[src/rtl/usbpwr_pkg.sv]
// Package: field layout, reset value and role-dependent write masks of the
// power control byte. Assumes the byte layout is fixed by neighbouring logic.
package usbpwr_pkg;

    localparam int REG_W = 8;

    typedef struct packed {
        logic iso_wait;   // bit 7
        logic conn;       // bit 6
        logic hs_en;      // bit 5
        logic hs_stat;    // bit 4
        logic bus_rst;    // bit 3
        logic resume;     // bit 2
        logic susp_stat;  // bit 1
        logic susp_en;    // bit 0
    } pwr_reg_t;

    localparam logic [REG_W-1:0] PWR_RST_VAL   = 8'h20;
    localparam logic [REG_W-1:0] MASK_COMMON   = 8'b0010_0101;
    localparam logic [REG_W-1:0] MASK_DEV_ONLY = 8'b1100_0000;
    localparam logic [REG_W-1:0] MASK_HOST_RST = 8'b0000_1000;

    // Bits whose value a write copies directly in the given role.
    function automatic logic [REG_W-1:0] sw_mask(input logic host);
        return host ? (MASK_COMMON | MASK_HOST_RST) : (MASK_COMMON | MASK_DEV_ONLY);
    endfunction

endpackage

[src/rtl/usbpwr_gate.sv]
// Access gate: decodes the register address, applies write protection and
// produces the one-cycle error pulse for blocked writes.
// Assumes bus_wr is a single-cycle strobe qualified by bus_addr.
module usbpwr_gate #(
    parameter int                ADDR_W   = 16,
    parameter logic [ADDR_W-1:0] REG_ADDR = 16'h1001
) (
    input  logic              clk,
    input  logic              rst_n,
    input  logic              bus_wr,
    input  logic [ADDR_W-1:0] bus_addr,
    input  logic              wr_lock,
    output logic              sw_we,
    output logic              wr_err
);

    logic hit;
    logic blocked;

    // Address match and protection split of a write.
    always_comb begin
        hit     = (bus_addr == REG_ADDR);
        sw_we   = bus_wr && hit && !wr_lock;
        blocked = bus_wr && hit && wr_lock;
    end

    // Registered error pulse for a rejected write.
    always_ff @(posedge clk) begin
        if (!rst_n) wr_err <= 1'b0;
        else        wr_err <= blocked;
    end

    a_r7_err_after_block: assert property (@(posedge clk) disable iff (!rst_n)
        (bus_wr && (bus_addr == REG_ADDR) && wr_lock) |=> wr_err);

    a_r8_no_err_off_addr: assert property (@(posedge clk) disable iff (!rst_n)
        (bus_addr != REG_ADDR) |=> !wr_err);

endmodule

[src/rtl/usbpwr_bits.sv]
// Bit storage: next-state logic of the power byte. It merges software writes
// under the role mask, then applies hardware events, which take priority,
// and finally the role-dependent forcing. Assumes sw_we is already qualified.
module usbpwr_bits
    import usbpwr_pkg::*;
(
    input  logic             clk,
    input  logic             rst_n,
    input  logic             host_role,
    input  logic             sw_we,
    input  logic [REG_W-1:0] wdata,
    input  logic             bus_rst_active,
    input  logic             bus_rst_done,
    input  logic             hs_granted,
    input  logic             susp_enter,
    input  logic             susp_exit,
    output pwr_reg_t         q
);

    logic [REG_W-1:0] mask;
    logic [REG_W-1:0] merged;
    pwr_reg_t         nxt;

    // Compute next value: software merge, then hardware overrides.
    always_comb begin
        mask   = sw_mask(host_role);
        merged = sw_we ? ((q & ~mask) | (wdata & mask)) : q;
        nxt    = pwr_reg_t'(merged);
        if (sw_we && host_role && wdata[1]) nxt.susp_stat = 1'b1;
        if (!host_role) nxt.bus_rst = bus_rst_active;
        if (host_role && q.bus_rst && !nxt.bus_rst) nxt.hs_stat = hs_granted;
        if (!host_role && bus_rst_done) nxt.hs_stat = hs_granted;
        if (!host_role && susp_enter) nxt.susp_stat = 1'b1;
        if (susp_exit) nxt.susp_stat = 1'b0;
        if (host_role) begin
            nxt.iso_wait = 1'b0;
            nxt.conn     = 1'b0;
        end
    end

    // State register with synchronous reset to the documented value.
    always_ff @(posedge clk) begin
        if (!rst_n) q <= pwr_reg_t'(PWR_RST_VAL);
        else        q <= nxt;
    end

    a_r3_host_clears_dev_bits: assert property (@(posedge clk) disable iff (!rst_n)
        host_role |=> (!q.iso_wait && !q.conn));

    a_r4_dev_rst_follows: assert property (@(posedge clk) disable iff (!rst_n)
        !host_role |=> (q.bus_rst == $past(bus_rst_active)));

    a_r6_exit_clears: assert property (@(posedge clk) disable iff (!rst_n)
        susp_exit |=> !q.susp_stat);

    a_r5_hs_hold_dev: assert property (@(posedge clk) disable iff (!rst_n)
        (!host_role && !bus_rst_done) |=> $stable(q.hs_stat));

    a_r2_sw_bits_hold: assert property (@(posedge clk) disable iff (!rst_n)
        !sw_we |=> ($stable(q.hs_en) && $stable(q.resume) && $stable(q.susp_en)));

endmodule

[src/rtl/usbpwr_ctl_reg.sv]
// Top: USB power control register. Joins the access gate and bit storage,
// registers the role for the reset-drive output and fans bits out.
// Assumes all inputs are synchronous to clk.
module usbpwr_ctl_reg
    import usbpwr_pkg::*;
#(
    parameter int                ADDR_W   = 16,
    parameter logic [ADDR_W-1:0] REG_ADDR = 16'h1001
) (
    input  logic              clk,
    input  logic              rst_n,
    input  logic              host_role,
    input  logic              bus_wr,
    input  logic [ADDR_W-1:0] bus_addr,
    input  logic [REG_W-1:0]  bus_wdata,
    output logic [REG_W-1:0]  bus_rdata,
    input  logic              wr_lock,
    input  logic              bus_rst_active,
    input  logic              bus_rst_done,
    input  logic              hs_granted,
    input  logic              susp_enter,
    input  logic              susp_exit,
    output logic              wr_err,
    output logic              line_en,
    output logic              hs_allow,
    output logic              resume_req,
    output logic              susp_allow,
    output logic              iso_sof_wait,
    output logic              drive_bus_rst
);

    logic     sw_we;
    logic     role_q;
    pwr_reg_t q;

    usbpwr_gate #(
        .ADDR_W   (ADDR_W),
        .REG_ADDR (REG_ADDR)
    ) gate_i (
        .clk      (clk),
        .rst_n    (rst_n),
        .bus_wr   (bus_wr),
        .bus_addr (bus_addr),
        .wr_lock  (wr_lock),
        .sw_we    (sw_we),
        .wr_err   (wr_err)
    );

    usbpwr_bits bits_i (
        .clk            (clk),
        .rst_n          (rst_n),
        .host_role      (host_role),
        .sw_we          (sw_we),
        .wdata          (bus_wdata),
        .bus_rst_active (bus_rst_active),
        .bus_rst_done   (bus_rst_done),
        .hs_granted     (hs_granted),
        .susp_enter     (susp_enter),
        .susp_exit      (susp_exit),
        .q              (q)
    );

    // Registered role so the reset drive changes with the register.
    always_ff @(posedge clk) begin
        if (!rst_n) role_q <= 1'b0;
        else        role_q <= host_role;
    end

    // Fan register bits out to the controller.
    always_comb begin
        bus_rdata     = q;
        iso_sof_wait  = q.iso_wait;
        line_en       = q.conn;
        hs_allow      = q.hs_en;
        resume_req    = q.resume;
        susp_allow    = q.susp_en;
        drive_bus_rst = role_q && q.bus_rst;
    end

    a_r7_locked_hold: assert property (@(posedge clk) disable iff (!rst_n)
        (bus_wr && wr_lock && !host_role && !bus_rst_active && !bus_rst_done
         && !susp_enter && !susp_exit) |=> (bus_rdata == $past(bus_rdata)));

endmodule

[config.mk]
export PLATFORM = sky130hd
export DESIGN_NAME = usbpwr_ctl_reg
export DESIGN_NICKNAME = d
export VERILOG_FILES = /design/src/rtl/usbpwr_pkg.sv /design/src/rtl/usbpwr_gate.sv /design/src/rtl/usbpwr_bits.sv /design/src/rtl/usbpwr_ctl_reg.sv
export SDC_FILE = /design/constraint.sdc
export NUM_CORES = 1
export LEC_CHECK = 0
export BUFFER_PORTS_ARGS = -buffer_cell sky130_fd_sc_hd__buf_4
export CAP_MARGIN = 20
export CELL_PAD_IN_SITES_DETAIL_PLACEMENT = 1
export CELL_PAD_IN_SITES_GLOBAL_PLACEMENT = 2
export CORE_MARGIN = 2
export CORE_UTILIZATION = 17
export DETAILED_ROUTE_END_ITERATION = 8
export PLACE_DENSITY_LB_ADDON = 0.08
export REMOVE_ABC_BUFFERS = 1
export SLEW_MARGIN = 5
export SYNTH_ARGS = -nofsm -noshare
export SYNTH_HDL_FRONTEND = slang
export SYNTH_HIERARCHICAL = 1
export SYNTH_SLANG_ARGS = --single-unit
[constraint.sdc]
create_clock -name clk -period 2.1 [get_ports clk]
set_input_delay 0.105 -clock clk [delete_from_list [all_inputs] [get_ports clk]]
set_output_delay 0.105 -clock clk [all_outputs]
set_load 0.005 [all_outputs]
==> metrics.md, run 1 <==
| Metric | Value |
|---|---|
| Layout-stage area growth over the synthesis result | `82.25%` |
| Effective utilization at floorplan | `roughly 18%` |
| Outcome | `finished, final reports clean` |
| Pin count of the biggest net entering global routing | `11` |
| Power Dens Cells | `just over 500 nW/um^2` |
| Initial DRC count | `4` |
| Static Leakage | `0.4129 nW` |
| Critical Path Sink Type | `flop` |
| Gpl congestion | `roughly 0.64` |
| Worst min-delay path endpoint | `bits_i/q[5]$_SDFFE_PN1P_` |
| Sink count of the clock tree | `10` |
| Final WL | `between 1.5 and 2 mm` |
| IO Pins | `49` |
| Setup repair after global routing missed its margin | `no` |
| Leading cell type in the layout, fill and taps excluded | `buf_4` |
| Worst hold-check path type | `input pin to flop` |
| Rows | `19` |
| Worst slew margin relative to its limit | `between 70 and 80%` |
| Number of instances in the synthesized netlist | `between 50 and 60` |
| # Post-CTS Setup Buffers | `0` |
| Post-synthesis area per instance | `around 9.4 um^2` |
| Number of nets in the layout | `133` |
| Clock edge transition at the registers on the reported setup and hold paths | `around 70 ps` |
| Final cell utilization of the core | `about a third` |
| Reg2Reg Depth | `3` |
| DRC | `0` |
| Setup Skew | `0.1395 ps` |
| Combined area of all synthesized cells | `roughly 480 um^2` |
| Reg-to-reg setup timing slack | `around 1200 ps` |
| CTS buffer count | `3` |
| Slew Limit Fails | `0` |
| Xor/xnor cell area share of the yosys netlist | `0%` |
| Die Y-Extent | `57.10 um` |
| Post-CTS sizing | `0` |
| Largest family of logic cells by synthesized area | `simple AND/OR/NAND/NOR gates` |
| Total area of sequential cells | `200.2 um^2` |
| Floorplan core area | `2710 um^2` |
| Total of fill cells in the finished design | `~340` |
| Max frequency | `about 0.75 GHz` |
| Final critical delay including setup and external delays | `around 1300 ps` |
| Synth Area in Adders | `0%` |
| Clock tree from TritonCTS | `done` |
| Initial antenna violation count | `0` |
| Vias in the first global route | `between 500 and 600` |
| Final worst path period share | `about 64%` |
| Share of post-route cells with drive strength above 1 | `between 50% and 60%` |
| Reg-to-reg critical path endpoint | `bits_i/q[4]$_SDFFE_PN0P_` |
| WHS Path Cells | `3` |
| Critical path required time | `between 2000 and 2500 ps` |
| Post-route worst hold slack | `around 60 ps` |
| Synthesized flop and latch total | `10` |
| HPWL after detailed placement | `1.335 mm` |
| Leading cell types in the layout, fill and taps excluded | `buf_4, dfxtp_1, mux2i_1, nand2_1, clkbuf_4` |
| Transition time at the pin with the least slew margin | `351.6 ps` |
| Mux contribution to synthesized area | `approximately 15%` |
| Vias/cell | `around 4.2` |
| Beginning of the worst hold path | `bus_wdata[5]` |
| Global-route wire length before repair | `2.711 mm` |
| Maximum root-to-sink buffer count | `2` |
| Max H-tree Level | `1` |
| Sum Neg Setup Slack | `0 ps` |
| Iteration count of the initial detailed-routing pass | `4` |
| Synth top area cells | `dfxtp_1, mux2i_1, buf_4` |
| Share of the synthesized area in compound gates (AO/OA/AOI/OAI) | `under 10%` |
| Number of placed cells counting well taps | `roughly 130` |
| Total power draw | `0.4399 mW` |
| Crit Path Category | `input pin to flop` |
| Final hold viol count | `0` |
| Simple-Gate Fraction of Synth Area | `26.63%` |
| Worst-Skew Late Latency | `roughly 260 ps` |
| Worst Setup Start Kind | `input pin` |
| Routed Antenna Nets | `0` |
| Startpoint of the worst-slack reg-to-reg timing path | `bits_i/q[3]$_SDFF_PN0_` |
| Data arrival time of the critical path | `roughly 1500 ps` |
| Die footprint | `about 3300 um^2` |
| Overall via count from detail_route | `542` |
| Count of buffers from port buffering | `47` |
| Cell taking the most area after synthesis | `dfxtp_1` |
| Overall overflow remaining after global route | `0` |
| Warnings, synthesis | `6` |
| Non-filler instance count after layout | `around 130` |
| Number of antenna repair diodes | `0` |
| Number of buffers inserted for hold repair after clock tree synthesis | `0` |
| Clock tree root buffer cell | `clkbuf_4` |
| Finish-stage setup viols | `0` |
| Area share of the leading cell type in the synthesized netlist | `41.78%` |
| CP Max Fanout | `3` |
| Horiz. Die Dim | `around 57 um` |
| GRT Total Usage | `approximately 11%` |
| Average routed wire per standard cell | `12.19 um` |
| Worst IR Drop VDD | `slightly above 0.0003 V` |
| Sequential fraction of the synthesis area | `a little over two fifths` |
| Maxcap violations | `0` |
| Post-synthesis cell type count | `20` |
| Area of combinational cells with multiple inputs | `226.5 um^2` |
[worst max-delay path, stage by stage]
cell	delay [ps]
buf_4	110
nor4b_1	370
nand2_1	130
nor3_1	230
buf_4	180
and4b_1	210
a21oi_2	40
mux2i_1	110
[synthesized netlist by cell type]
master	n
a21oi_1	2
and4b_1	1
nand2b_1	1
dfxtp_1	10
nor4_1	2
o211a_1	1
buf_4	5
nor2_1	2
a21oi_2	1
nor3_1	2
and2_1	2
nor2b_1	2
nand4b_1	1
nor4b_1	1
buf_6	1
nor3b_1	1
nand2_1	7
inv_2	1
mux2i_1	7
nand3_1	1
[worst max-delay path by stage]
stage	end	from
after floorplan	bits_i/q[4]$_SDFFE_PN0P_	bus_addr[4]
after global placement	bits_i/q[4]$_SDFFE_PN0P_	bus_addr[8]
after detailed placement	bits_i/q[4]$_SDFFE_PN0P_	bus_addr[4]
after CTS	bits_i/q[4]$_SDFFE_PN0P_	bus_addr[4]
after global routing	bits_i/q[4]$_SDFFE_PN0P_	bus_addr[13]
final	bits_i/q[4]$_SDFFE_PN0P_	bus_addr[13]
[stage by stage]
step	cell area (um^2)	setup WS [ps]
global route	873.3	573.9
detailed placement	837.1	487.3
global placement	837.1	474.8
finish	873.3	760.3
floorplan	430.4	270.5
CTS	873.3	764.6
[per-layer routing]
layer / global-route usage (%) / vias up / wire (um)
met5: 0 / - / 0
li1: - / 269 / -
met1: 11.77 / 251 / 618
met2: 18.72 / 22 / 854
met3: 5.442 / 0 / 100
met4: 1.993 / 0 / 0
[cell families after synthesis]
logic type / count (synthesis)
flops: 10
compound gates: 4
mux: 7
simple gates: 23
buf+inv: 7
[report_power, final]
part           internal, mW  leakage [nW]  switching [mW]
Sequential            0.193        0.0813         0.00218
Clock                 0.105        0.0210          0.0695
Combinational        0.0494         0.311          0.0200
[area by class of cell]
type / count / area share, %
Tap cell: 31 / 4.441
Timing Repair Buffer: 49 / 42.12
Sequential cell: 10 / 22.92
Inverter: 1 / 0.4298
Clock buffer: 4 / 4.155
Multi-Input combinational cell: 34 / 25.93
No activity file was read; power rests on OpenSTA's default activity.
==> run 2, diff against run 1 <==
Settings changed: ABC_AREA set to 1, CORE_UTILIZATION 17 to 14.
Clock period 2.1 ns to 1.18 ns, I/O delays scaled along.
==> run 2 against run 1 <==
Net effect: register-to-register slack got worse by 840 ps; first-iteration DRC count increased to 3.0 times the previous value; clock power increased by 95%; critical path type unchanged; largest cell class unchanged.
==> metrics.md, run 2 <==
| Metric | Value |
|---|---|
| Outcome | `finished, final reports clean (unchanged)` |
| HPWL after detailed placement | `1.417 mm (was 1.335 mm)` |
| IO Pins | `49 (unchanged)` |
| Horiz. Die Dim | `64.98 um (was 57.10 um)` |
| Count of buffers from port buffering | `47 (unchanged)` |
| Non-filler instance count after layout | `169 (was 129)` |
| Synth Area in Adders | `0% (unchanged)` |
| Max frequency | `a little over 1 GHz` |
| Post-CTS sizing | `0 (unchanged)` |
| Effective utilization at floorplan | `14.43% (was 17.68%)` |
| Worst Setup Start Kind | `input pin (unchanged)` |
| Maximum root-to-sink buffer count | `2 (unchanged)` |
| Total power draw | `0.8260 mW (was 0.4399 mW)` |
| Sum Neg Setup Slack | `0 ps (unchanged)` |
| Die Y-Extent | `64.98 um (was 57.10 um)` |
| Slowest stage cell on the critical path | `nor3_1 (was nor4b_1)` |
| Clock tree root buffer cell | `clkbuf_8 (was clkbuf_4)` |
| Worst slew margin relative to its limit | `89.22% (was 76.23%)` |
| Leading cell types in the layout, fill and taps excluded | `buf_4, nor2_1, nand2_1, dfxtp_1, inv_1 (was buf_4, dfxtp_1, mux2i_1, nand2_1, clkbuf_4)` |
| Reg2Reg Depth | `3 (unchanged)` |
| Iteration count of the initial detailed-routing pass | `2 (was 4)` |
| Sequential fraction of the synthesis area | `38.46% (was 41.78%)` |
| Synth top area cells | `dfxtp_1, nor2_1, nand2_1 (was dfxtp_1, mux2i_1, buf_4)` |
| Post-synthesis cell type count | `17 (was 20)` |
| Library cell with the highest instance count after synthesis | `nor2_1 (was dfxtp_1)` |
| Static Leakage | `0.4808 nW (was 0.4129 nW)` |
| Total of fill cells in the finished design | `444 (was 342)` |
| Worst-Skew Late Latency | `230 ps (was 260 ps)` |
| Final critical delay including setup and external delays | `982.5 ps` |
| Cell-by-cell listing of the critical path | `buf_4 -> nor2_1 -> nand2_1 -> nor2_2 -> nand3_2 -> nor2_1 -> buf_4 -> inv_2 -> nor3_1 -> o21ai_0 (was buf_4 -> nor4b_1 -> nand2_1 -> nor3_1 -> buf_4 -> and4b_1 -> a21oi_2 -> mux2i_1)` |
| Combined area of all synthesized cells | `520.5 um^2 (was 479.2 um^2)` |
| Post-route worst hold slack | `47.34 ps (was 60.67 ps)` |
| Final hold viol count | `0 (unchanged)` |
| Share of post-route cells with drive strength above 1 | `49.59% (was 56.12%)` |
| Number of antenna repair diodes | `0 (unchanged)` |
| Slew Limit Fails | `0 (unchanged)` |
| Vias in the first global route | `610 (was 578)` |
| Post-synth top flop | `dfxtp_1 (unchanged)` |
| Average routed wire per standard cell | `9.822 um (was 12.19 um)` |
| Startpoint of the worst-slack reg-to-reg timing path | `bits_i/q[3]$_SDFF_PN0_ (unchanged)` |
| Critical Path Sink Type | `flop (unchanged)` |
| Sink count of the clock tree | `10 (unchanged)` |
| Reg-to-reg setup timing slack | `360 ps (was 1200 ps)` |
| Global-route wire length before repair | `2.546 mm (was 2.711 mm)` |
| Least setup slack across all paths after layout | `197.5 ps (was 760.3 ps)` |
| Number of nets in the layout | `157 (was 133)` |
| Clock edge transition at the registers on the reported setup and hold paths | `50 ps (was 70 ps)` |
| Die footprint | `4222 um^2 (was 3260 um^2)` |
| Crit Path Category | `input pin to flop (unchanged)` |
| Data arrival time of the critical path | `1100 ps (was 1490 ps)` |
| WHS Path Cells | `3 (unchanged)` |
| DRC | `0 (unchanged)` |
| Gpl congestion | `0.6753 (was 0.6416)` |
| Power Dens Cells | `867.5 nW/um^2 (was 503.7 nW/um^2)` |
| Share of the synthesized area in compound gates (AO/OA/AOI/OAI) | `7.212% (was 6.005%)` |
| Maxcap violations | `0 (unchanged)` |
| Worst hold-check path type | `input pin to flop (unchanged)` |
| Clock tree from TritonCTS | `done (unchanged)` |
| Overall via count from detail_route | `607 (was 542)` |
| Simple-Gate Fraction of Synth Area | `40.62% (was 26.63%)` |
| Post-synthesis area per instance | `7.034 um^2 (was 9.396 um^2)` |
| CP Max Fanout | `7 (was 3)` |
| Number of buffers inserted for hold repair after clock tree synthesis | `0 (unchanged)` |
| Vias/cell | `3.592 (was 4.202)` |
| Total placed instance area | `910.9 um^2 (was 837.1 um^2)` |
| Final worst path period share | `around 83%` |
| Area share of the leading cell type in the synthesized netlist | `38.46% (was 41.78%)` |
| Floorplan core area | `3606 um^2 (was 2710 um^2)` |
| Reg-to-reg critical path endpoint | `bits_i/q[4]$_SDFFE_PN0P_ (unchanged)` |
| Warnings, synthesis | `6 (unchanged)` |
| Routed Antenna Nets | `0 (unchanged)` |
| Pin count of the biggest net entering global routing | `11 (unchanged)` |
| Rows | `22 (was 19)` |
| Setup repair after global routing missed its margin | `no (unchanged)` |
| Worst min-delay path endpoint | `bits_i/q[5]$_SDFFE_PN1P_ (unchanged)` |
| Number of placed cells counting well taps | `166 (was 125)` |
| Max H-tree Level | `1 (unchanged)` |
| Worst IR Drop VDD | `0.0004344 V (was 0.0003027 V)` |
| Async set-or-reset flop fraction in the synthesized netlist | `0% (unchanged)` |
| Number of instances in the synthesized netlist | `74 (was 51)` |
| Final WL | `1.660 mm (was 1.573 mm)` |
| Synthesized flop and latch total | `10 (unchanged)` |
| GRT Total Usage | `8.182% (was 10.72%)` |
| Largest family of logic cells by synthesized area | `simple AND/OR/NAND/NOR gates (unchanged)` |
| Finish-stage setup viols | `0 (unchanged)` |
| Overall overflow remaining after global route | `0 (unchanged)` |
| Initial DRC count | `12 (was 4)` |
| Transition time at the pin with the least slew margin | `160.0 ps (was 351.6 ps)` |
| Mux contribution to synthesized area | `0% (was 14.62%)` |
| Number of flops mapped to enable cells by yosys | `0 (unchanged)` |
| Layout-stage area growth over the synthesis result | `82.93% (was 82.25%)` |
| Xor/xnor cell area share of the yosys netlist | `0% (unchanged)` |
| Maximum single-stage delay on the critical path | `180 ps (was 370 ps)` |
| Cell taking the most area after synthesis | `dfxtp_1 (unchanged)` |
| Commonest cells post-synth | `nor2_1, nand2_1, dfxtp_1 (was dfxtp_1, mux2i_1, nand2_1)` |
| Post-place setup slack | `-49.91 ps (was 487.3 ps)` |
| Critical path required time | `1290 ps (was 2250 ps)` |
| Initial antenna violation count | `0 (unchanged)` |
| Leading cell type in the layout, fill and taps excluded | `buf_4 (unchanged)` |
| Final cell utilization of the core | `26.41% (was 32.23%)` |
| CTS buffer count | `3 (unchanged)` |
| # Post-CTS Setup Buffers | `0 (unchanged)` |
| Setup Skew | `0.1984 ps (was 0.1395 ps)` |
| Final Cell Area | `952.2 um^2 (was 873.3 um^2)` |
| Beginning of the worst hold path | `bus_wdata[5] (unchanged)` |
## run 2: cell count changes in the layout (fill, tap and decap cells not counted), moves of 2 or more
cell      before  now
nor2b_1        2    0
clkbuf_4       3    0
nor4_1         2    0
nand3_1        1    4
inv_1          0    8
clkbuf_8       1    3
o21ai_0        0    3
mux2i_1        7    0
nand2_1        7   12
nor2_1         2   16
nor2_2         0    3
and2_1         2    0
## run 2: cells by family (layout without fill, tap and decap cells)
kind of cell | count (synthesis) | count (layout)
DFF | 10 | 10
AOI/OAI and AO/OA | 7 | 7
buffers and inverters | 14 | 61
and+or+nand+nor | 43 | 43
## run 2: critical path: cells and delay by family
kind / cells / cell delay (ps)
buffers and inverters: 3 / 320
AOI/OAI and AO/OA: 1 / 100
and+or+nand+nor: 6 / 610
## run 2: how the worst max path moves through the flow
| stage | start | end | slack (ps) | cells after the start |
|---|---|---|---|---|
| after detailed placement | bus_addr[11] | bits_i/q[3]$_SDFF_PN0_ | -50 | 10 |
| final | bus_addr[11] | bits_i/q[3]$_SDFF_PN0_ | 200 | 10 |
| after floorplan | bus_addr[11] | bits_i/q[3]$_SDFF_PN0_ | 40 | 8 |
| after global placement | bus_addr[11] | bits_i/q[3]$_SDFF_PN0_ | -40 | 10 |
| after global routing | bus_addr[7] | bits_i/q[3]$_SDFF_PN0_ | 40 | 10 |
| after CTS | bus_addr[11] | bits_i/q[3]$_SDFF_PN0_ | 170 | 10 |
## run 2: layout make-up
cell class              count  area [um^2]  area share [%]
well taps                  48        60.06           6.307
flip-flops and latches     10        200.2           21.02
clock buffers               3        41.29           4.336
inverters                   9        33.78           3.548
multi-input cells          50        249.0           26.15
repair buffers             49        367.9           38.63
## run 2: per-layer routing
| metal | wire, um | GRT usage, % | share of wire (%) |
|---|---|---|---|
| met4 | 27 | 3.989 | 1.6 |
| met3 | 168 | 4.688 | 10 |
| met1 | 660 | 8.526 | 40 |
| met5 | 0 | 0 | 0 |
| met2 | 804 | 13.14 | 48 |
## run 2: where the power goes
group	internal (mW)	switching (mW)	leakage, nW	total (mW)
Combinational	0.0889	0.0455	0.378	0.134
Clock	0.222	0.119	0.0216	0.341
Sequential	0.346	0.00436	0.0813	0.351
==> run 3, diff against run 2 <==
Clock period 1.18 ns to 0.9 ns, I/O delays scaled along.
==> run 3 against run 2 <==
Net effect: the run now ends with setup timing left; register-to-register slack got worse by 280 ps; cell count rose by 1.2%; global-route usage rose by 0.83 points; utilization rose by 3.6 points; die area did not move; via count rose by 7.6%; routed wire length rose by 8.5%; critical path type unchanged; non-clock buffer count rose by 1; largest cell class unchanged; first-iteration DRC count rose by 17%.
==> metrics.md, run 3 (synthesis results as in run 2) <==
| Metric | Value |
|---|---|
| DRC | `0 (unchanged)` |
| Number of placed cells counting well taps | `166 (unchanged)` |
| Crit Path Category | `input pin to flop (unchanged)` |
| Maximum root-to-sink buffer count | `2 (unchanged)` |
| Number of antenna repair diodes | `0 (unchanged)` |
| Total placed instance area | `910.9 um^2 (unchanged)` |
| Leading cell types in the layout, fill and taps excluded | `buf_4, nand2_1, nor2_1, buf_6, dfxtp_1 (was buf_4, nor2_1, nand2_1, dfxtp_1, inv_1)` |
| Least setup slack across all paths after layout | `-28.56 ps (was 197.5 ps)` |
| Finish-stage setup viols | `2 (was 0)` |
| Critical path required time | `1070 ps (was 1290 ps)` |
| Global-route wire length before repair | `2.773 mm (was 2.546 mm)` |
| Total power draw | `1.242 mW (was 0.8260 mW)` |
| Rows | `22 (unchanged)` |
| Final hold viol count | `0 (unchanged)` |
| Worst-Skew Late Latency | `240 ps (was 230 ps)` |
| Worst Setup Start Kind | `input pin (unchanged)` |
| Setup Skew | `0.1163 ps (was 0.1984 ps)` |
| HPWL after detailed placement | `1.461 mm (was 1.417 mm)` |
| Slowest stage cell on the critical path | `nor3_2 (was nor3_1)` |
| CP Max Fanout | `7 (unchanged)` |
| Cell mode on critical path | `nor2_2` |
| Worst hold-check path type | `input pin to flop (unchanged)` |
| Slew Limit Fails | `0 (unchanged)` |
| Non-filler instance count after layout | `171 (was 169)` |
| Maximum single-stage delay on the critical path | `160 ps (was 180 ps)` |
| Busiest layer in global routing | `met2 (unchanged)` |
| IO Pins | `49 (unchanged)` |
| Vias/cell | `3.819 (was 3.592)` |
| Critical Path Sink Type | `flop (unchanged)` |
| Effective utilization at floorplan | `14.43% (unchanged)` |
| Setup repair after global routing missed its margin | `yes (was no)` |
| M3 GR Usage | `4.340% (was 4.688%)` |
| Data arrival time of the critical path | `1100 ps (about the same)` |
| Sink count of the clock tree | `10 (unchanged)` |
| Post-place setup slack | `-303.6 ps (was -49.91 ps)` |
| Die Y-Extent | `64.98 um (unchanged)` |
| Average routed wire per standard cell | `10.53 um (was 9.822 um)` |
| Gpl congestion | `0.6727 (was 0.6753)` |
| Sum Neg Setup Slack | `-46.32 ps (was 0 ps)` |
| Clock edge transition at the registers on the reported setup and hold paths | `50 ps (about the same)` |
| Total of fill cells in the finished design | `433 (was 444)` |
| Static Leakage | `0.5158 nW (was 0.4808 nW)` |
| Final WL | `1.801 mm (was 1.660 mm)` |
| Routed Antenna Nets | `0 (unchanged)` |
| Vias in the first global route | `634 (was 610)` |
| Cell-by-cell listing of the critical path | `buf_4 -> nor2_2 -> nand2_1 -> nor2_2 -> nand3_2 -> nor2_2 -> buf_6 -> clkinv_8 -> nor2_4 -> nor2_1 -> nor3_2 (was buf_4 -> nor2_1 -> nand2_1 -> nor2_2 -> nand3_2 -> nor2_1 -> buf_4 -> inv_2 -> nor3_1 -> o21ai_0)` |
| Final Cell Area | `1084 um^2 (was 952.2 um^2)` |
| Iteration count of the initial detailed-routing pass | `4 (was 2)` |
| Violations in the final reports | `setup timing` |
| Final critical delay including setup and external delays | `between 900 and 1000 ps` |
| Outcome | `complete, but fails checks (was finished, final reports clean)` |
| Count of buffers from port buffering | `47 (unchanged)` |
| Maxcap violations | `0 (unchanged)` |
| Horiz. Die Dim | `64.98 um (unchanged)` |
| Overall via count from detail_route | `653 (was 607)` |
| Clock tree root buffer cell | `clkbuf_8 (unchanged)` |
| Final worst path period share | `103.2%` |
| Power Dens Cells | `1146 nW/um^2 (was 867.5 nW/um^2)` |
| CTS buffer count | `3 (unchanged)` |
| Initial DRC count | `14 (was 12)` |
| Die footprint | `4222 um^2 (unchanged)` |
| Overall overflow remaining after global route | `0 (unchanged)` |
| Floorplan core area | `3606 um^2 (unchanged)` |
| Layout-stage area growth over the synthesis result | `108.2% (was 82.93%)` |
| Transition time at the pin with the least slew margin | `225.6 ps (was 160.0 ps)` |
| GRT Total Usage | `9.008% (was 8.182%)` |
| Leading cell type in the layout, fill and taps excluded | `buf_4 (unchanged)` |
| Worst IR Drop VDD | `0.0006080 V (was 0.0004344 V)` |
| Number of buffers inserted for hold repair after clock tree synthesis | `0 (unchanged)` |
| Share of post-route cells with drive strength above 1 | `60.16% (was 49.59%)` |
| Met1 Track Usage GR | `9.444% (was 8.526%)` |
| Worst slew margin relative to its limit | `84.94% (was 89.22%)` |
| Met2 track demand over resource | `15.21% (was 13.14%)` |
| Initial antenna violation count | `0 (unchanged)` |
| Number of nets in the layout | `158 (was 157)` |
| Kind of cell adding the most delay to the critical path | `simple AND/OR/NAND/NOR gates (unchanged)` |
| Max frequency | `around 1.1 GHz` |
| Crit path buf inv count | `3 (unchanged)` |
| Max H-tree Level | `1 (unchanged)` |
| Pin count of the biggest net entering global routing | `11 (unchanged)` |
| Clock tree from TritonCTS | `done (unchanged)` |
[run 3: changes by cell type in the layout (fill, tap and decap cells not counted), moves of 2 or more]
| cell | change |
|---|---|
| nor3_2 | +2 |
| nor3_1 | -3 |
| buf_6 | +10 |
| buf_4 | -9 |
| nor2_2 | +2 |
| nor2_1 | -6 |
| nor2_4 | +4 |
[run 3: repair_timing]
| item | in CTS | in global routing |
|---|---|---|
| setup endpoints to repair | 5 | 8 |
| resized for setup | 12 | 20 |
| buffers inserted | 0 | 1 |
| pin swaps | 3 | 8 |
[run 3: path summary, 6_finish.rpt]
| check | cells after the start | endpoint | slack [ps] | startpoint |
|---|---|---|---|---|
| max | 11 | flop | -30 | bus_addr[9] |
| min | 3 | bits_i/q[5]$_SDFFE_PN1P_ | 30 | bus_wdata[5] |
| max reg2reg | 3 | bits_i/q[4]$_SDFFE_PN0P_ | 80 | bits_i/q[3]$_SDFF_PN0_ |
| min reg2reg | 2 | bits_i/q[5]$_SDFFE_PN1P_ | 490 | bits_i/q[5]$_SDFFE_PN1P_ |
[run 3: per-stage QoR]
stage | util (%) | hold WS (ps)
final | 30.05 | 27.97
after global placement | 25.26 | 267.6
after floorplan | - | 129.2
after global routing | 30.05 | 34.39
after CTS | 27.90 | 23.55
after detailed placement | 25.26 | 271.8
[run 3: area by class of cell]
type	instances	area [um^2]	area share, %
repair buffers	50	412.9	38.11
multi-input cells	50	307.8	28.41
flip-flops and latches	10	201.4	18.59
well taps	48	60.06	5.543
clock buffers	4	55.05	5.081
inverters	9	46.29	4.273
[run 3: worst register-to-register path, stage by stage (launching register included)]
cell     delay (ps)
dfxtp_2         360
nand4_1         150
a21oi_1         150
nor2_1           50
[run 3: where the power goes]
group | switching [mW] | total, mW | internal, mW
combinational | 0.0760 | 0.212 | 0.136
sequential | 0.00596 | 0.460 | 0.454
clock | 0.185 | 0.571 | 0.385
total | 0.267 | 1.24 | 0.975
[run 3: layer usage]
layer,vias to the layer above,share of wire [%]
li1,328,-
met1,291,37
met2,32,51
met3,2,10
met4,0,1.5
met5,-,0
